<file path="src/rtl/mini_uart_regs.sv">
module mini_uart_regs #(
  parameter int DEPTH = 8,
  parameter int AW    = 6
) (
  input  logic          clk,
  input  logic          rst_n,
  input  logic          bus_sel,
  input  logic          bus_write,
  input  logic [AW-1:0] bus_addr,
  input  logic [3:0]    bus_be,
  input  logic [31:0]   bus_wdata,
  output logic [31:0]   bus_rdata,
  input  logic          rx_valid,
  input  logic [7:0]    rx_data,
  output logic          rx_ready,
  output logic          tx_valid,
  output logic [7:0]    tx_data,
  output logic          irq
);
  localparam int PW = $clog2(DEPTH);
  localparam int CW = PW + 1;
  localparam logic [AW-1:0] OFF_DATA  = AW'(8'h00);
  localparam logic [AW-1:0] OFF_IEN   = AW'(8'h04);
  localparam logic [AW-1:0] OFF_IDENT = AW'(8'h08);
  localparam logic [AW-1:0] OFF_LSTAT = AW'(8'h14);
  localparam logic [AW-1:0] OFF_XCTRL = AW'(8'h20);
  localparam logic [AW-1:0] OFF_XSTAT = AW'(8'h24);

  logic [7:0]    mem [DEPTH];
  logic [PW-1:0] rd_ptr;
  logic [CW-1:0] cnt;
  logic [1:0]    ien;
  logic [31:0]   rd_mux;

  wire acc   = bus_sel && (bus_be == 4'hF) && (bus_addr[1:0] == 2'b00);
  wire wr    = acc && bus_write;
  wire rd    = acc && !bus_write;
  wire has   = (cnt != '0);
  wire push  = rx_valid && rx_ready;
  wire pop   = rd && (bus_addr == OFF_DATA) && has;
  wire flush = wr && (bus_addr == OFF_IDENT) && bus_wdata[1];
  wire [PW-1:0] wslot = flush ? rd_ptr : rd_ptr + cnt[PW-1:0];

  assign rx_ready = (cnt < CW'(DEPTH));
  assign irq      = (ien[0] && has) || ien[1];
  assign tx_valid = wr && (bus_addr == OFF_DATA);
  assign tx_data  = bus_wdata[7:0];

  always_ff @(posedge clk) begin
    if (!rst_n) begin
      rd_ptr <= '0;
      cnt    <= '0;
      ien    <= '0;
      for (int i = 0; i < DEPTH; i++) mem[i] <= '0;
    end else begin
      if (push) mem[wslot] <= rx_data;
      if (pop) rd_ptr <= rd_ptr + 1'b1;
      if (flush) cnt <= CW'(push);
      else       cnt <= cnt + CW'(push) - CW'(pop);
      if (wr && bus_addr == OFF_IEN) ien <= bus_wdata[1:0];
    end
  end

  always_comb begin
    rd_mux = '0;
    case (bus_addr)
      OFF_DATA:  rd_mux = {24'd0, mem[rd_ptr]};
      OFF_IEN:   rd_mux = {24'd0, 6'b110000, ien};
      OFF_IDENT: rd_mux = 32'hC0 | (has ? 32'h4 : 32'h2) | {31'd0, !irq};
      OFF_LSTAT: rd_mux = 32'h60 | {31'd0, has};
      OFF_XCTRL: rd_mux = 32'h3;
      OFF_XSTAT: rd_mux = 32'h30E | {31'd0, has} | (32'(cnt) << 16);
      default:   rd_mux = '0;
    endcase
  end

  always_ff @(posedge clk) begin
    if (!rst_n)  bus_rdata <= '0;
    else if (rd) bus_rdata <= rd_mux;
  end
endmodule

</file>
<file path="config.mk">
export PLATFORM = sky130hd
export DESIGN_NAME = mini_uart_regs
export DESIGN_NICKNAME = d
export VERILOG_FILES = /design/src/rtl/mini_uart_regs.sv
export SDC_FILE = /design/constraint.sdc
export NUM_CORES = 1
export LEC_CHECK = 0
export ABC_AREA = 1
export BUFFER_PORTS_ARGS = -buffer_cell sky130_fd_sc_hd__buf_2
export CAP_MARGIN = 40
export CORE_UTILIZATION = 35
export DETAILED_ROUTE_END_ITERATION = 8
export GPL_TIMING_DRIVEN = 0
export SYNTH_ARGS = -nofsm -noshare
export SYNTH_HDL_FRONTEND = slang
export SYNTH_SLANG_ARGS = --single-unit
</file>
<file path="constraint.sdc">
create_clock -name clk -period 2.9 [get_ports clk]
set_clock_uncertainty 0.2 [all_clocks]
set_input_delay 0.29 -clock clk [delete_from_list [all_inputs] [get_ports clk]]
set_output_delay 0.29 -clock clk [all_outputs]
set_load 0.02 [all_outputs]
</file>
==> flow_summary_export.csv <==
group,metric,value,unit
final_layout,antenna_cells_inserted,0,
routing,wl_per_cell,16.0,um
timing,fin_tns_setup,0,ps
timing,layout_worst_path_cycle_share,92.4,%
timing,highest_clock_rate,0.373,GHz
synthesis,synth_edf_count,64,
final_layout,layout-area-overhead-vs-synth,18.3,%
final_layout,post_route_cells_drive_above_1_share,30.1,%
synthesis,mappedNetlistArea,0.00485,sq mm
worst_setup_path,timing.setup.critical_path_class,"flip-flop to flip-flop",
global_route,initial_antenna_violation_count,0,
timing,rsz_0062_raised_after_global_routing,"no",
worst_setup_path,required,2750,ps
timing,timing.slew.headroom,58.3,%
worst_setup_path,sort_of_element_at_the_start_of_the_critical_path,"flip-flop",
placement,buffers_on_ports,48,
synthesis,synth_seq_area_share,49.9,%
timing,slew_limit_fails,0,
synthesis,syn_area_per_cell,9.66,sq um
timing,final_hold_viol_count,0,
clocking,cts_hold_buffers,0,
clocking,cts.root.buffer_cell,"clkbuf_16",
status,status,"complete, no violations",
routing,detailedRoute.firstIterationViolations,408,
placement,dp.final_hpwl,9080,um
clocking,clk_pin_slew_worst_paths,70,ps
routing,postRouteWirelength,12300,um
worst_setup_path,critical_path.reg2reg.startpoint,"cnt[0]",
worst_setup_path,crit_path_end_kind,"flip-flop",
clocking,cts_made_buffers,9,
clocking,clock_latency,340,ps
min_path,startpoint_of_the_tightest_hold_check_path,"rst_n",
synthesis,synth_area_leaders,"edfxtp_1, dfxtp_1, nor3_2, o21ai_0, nor2_1",
timing,setup_viol,0,
timing,fin_worst_hold_slack,103,ps
synthesis,post_synth_num_cell_types,36,
die,placeableCoreArea,0.0134,sq mm
synthesis,synth.top_cell.area_share,39.6,%
clocking,post_cts_resized,3,
synthesis,synth_largest_area_cell,"edfxtp_1",
routing,detail_route.first_pass.iterations,5,
routing,ant_nets,0,
clocking,cts_tree,"built",
min_path,worst_hold_path.num_cells,3,
worst_setup_path,crit_arrival,2530,ps
synthesis,synth_async_sr_flop_share,0,%
job,drv_cap,0,
final_layout,layoutNonFillerInstCount,767,
clocking,clock-sinks,89,
worst_setup_path,r2r.worst_path.cells,10,
global_route,grt_overflow,0,
global_route,grt_max_degree,17,
clocking,cts_htree_levels,3,
final_layout,final_net_count,649,
die,fp.dieW,120,um
die,initial_core_util,36.2,%
routing,drc_errors,0,
min_path,worst_hold_path.endpoint,"bus_rdata[5]",
global_route,grt_pass1_vias,3682,
placement,gp_congestion,0.876,
die,die_h,120,um
power_and_ir_drop,p_leak,2.21,nW
worst_setup_path,crit_path_max_fanout,9,
clocking,cts_buffer_depth,2,
worst_setup_path,rrSetupSlack,220,ps
synthesis,syn-instance-count,502,
power_and_ir_drop,power.density,622,mW/mm^2
timing,fin_crit,2680,ps
global_route,grt_first_pass_wirelength,19300,um
routing,detailroute.via_count,3905,
synthesis,postSynthRegisterBits,89,
placement,dp_cells,751,
power_and_ir_drop,worst_ir_drop_vdd,0.000308,V
clocking,postCtsSetupBuffers,0,
routing,vias_per_cell,5.09,
timing,tightest_slew,625,ps
synthesis,synth_top_flop_cell,"edfxtp_1",
die,io-pin-count,98,
worst_setup_path,worstReg2RegEnd,"mem[1][4]",
min_path,min_path_type,"input port to flip-flop",
global_route,grt_use_total,17.8,%
synthesis,ys.warnings.count,0,
die,design.die.area,0.0143,sq mm
die,placementRows,42,
==> per-layer routing <==
| metal | GRT usage [%] | wire length (um) | vias to the layer above |
|---|---|---|---|
| met5 | 0 | 0 | - |
| met4 | 5.94 | 289 | 0 |
| met3 | 4.13 | 922 | 32 |
| met2 | 28.4 | 5650 | 194 |
| met1 | 23.6 | 5410 | 1825 |
| li1 | - | - | 1854 |
==> worst max-delay path, stage by stage (launching register included) <==
cell	delay (ps)
dfxtp_1	400
ha_1	170
inv_1	50
fa_1	380
a21o_1	170
nand2_1	80
nand2_1	60
nand2_1	150
nand2_4	140
o21ai_1	320
buf_2	270
==> how the worst max path moves through the flow <==
stage,slack [ps],start,end,cells after the start
floorplan,270,cnt[0],mem[1][0],9
CTS,80,cnt[0],mem[1][6],10
global placement,-280,cnt[0],mem[5][7],10
global route,50,cnt[0],mem[4][6],11
finish,220,cnt[0],mem[1][4],10
detailed placement,-220,bus_addr[1],cnt[2],15
==> layout by cell type (no fill, tap or decap), types with 2 or more instances in the layout <==
cell type  netlist  routed
a211oi_1         2       2
a21oi_1         23      23
buf_2            1      56
buf_4           27      28
buf_6           10      10
clkbuf_1        14      15
clkbuf_16        0       9
clkinv_1         8       8
conb_1           1      18
dfxtp_1         25      25
edfxtp_1        64      64
fa_1             2       2
ha_1             6       6
inv_1           31      31
inv_6            0       3
nand2_1         44      43
nand2_2          4       5
nand2_4          6       6
nand3_1         16      16
nand3_2          2       2
nand4_1          2       2
nor2_1          66      66
nor2_2           4       3
nor2_4           1       2
nor3_1          23      23
nor3_2          42      42
nor3b_1          2       2
o211ai_1        10      10
o21ai_0         52      45
o21ai_1          0       4
o21ai_2          0       3
o221ai_1         3       3
o22ai_1          2       2
or2_2            3       3
==> final cells by class <==
cell class | instances | area, sq um
Fill cell | 1317 | 7660
Sequential cell | 89 | 2420
Multi-Input combinational cell | 338 | 1990
Buffer | 52 | 373
Timing Repair Buffer | 56 | 283
Clock buffer | 10 | 229
Tap cell | 176 | 220
Inverter | 40 | 153
Clock inverter | 6 | 72.6
==> cell usage after synthesis (all sizes together) (2+ instances only) <==
cell type	n
nor3b	2
o22ai	2
nor3	66
nand4	2
nor2	71
edfxtp	64
nand2	54
a21oi	23
clkbuf	14
clkinv	8
ha	6
nand3	19
dfxtp	25
o21ai	52
o221ai	3
a211oi	2
or2	3
buf	38
fa	2
o211ai	10
inv	32
==> state kept, by name, summed over array words and instances (netlist names), named ones only <==
signal,count
bus_rdata,13
cnt,4
ien,2
mem,64
rd_ptr,3
==> cells by family (layout without fill, tap and decap cells) <==
group	count (synthesis)	in the layout	synth area share, %
AO/OA/AOI/OAI	93	93	10.5
buffers and inverters	92	164	10.8
adder cells (fa/ha/maj)	8	8	2.37
flip-flops	89	89	49.9
XOR/XNOR	1	1	0.181
other	1	18	0.0773
AND/OR/NAND/NOR	218	218	26.1
==> power breakdown <==
group / internal, mW / switching [mW] / leakage [nW]
combinational: 0.267 / 0.585 / 1.20
sequential: 1.47 / 0.0506 / 0.865
clock: 0.679 / 0.516 / 0.144
==> metrics by stage <==
stage / power [mW] / setup slack [ps] / util, % / cell area [sq um]
5_1_grt: 3.73 / 45.3 / 42.8 / 5740
3_3_place_gp: 2.36 / -284 / 40.1 / 5380
3_5_place_dp: 2.38 / -220 / 40.4 / 5420
4_1_cts: 3.57 / 80.1 / 42.7 / 5720
6_report: 3.57 / 220 / 42.8 / 5740
2_1_floorplan: 2.16 / 265 / - / 4910
Note: power is estimated with default switching activity, not from simulation.
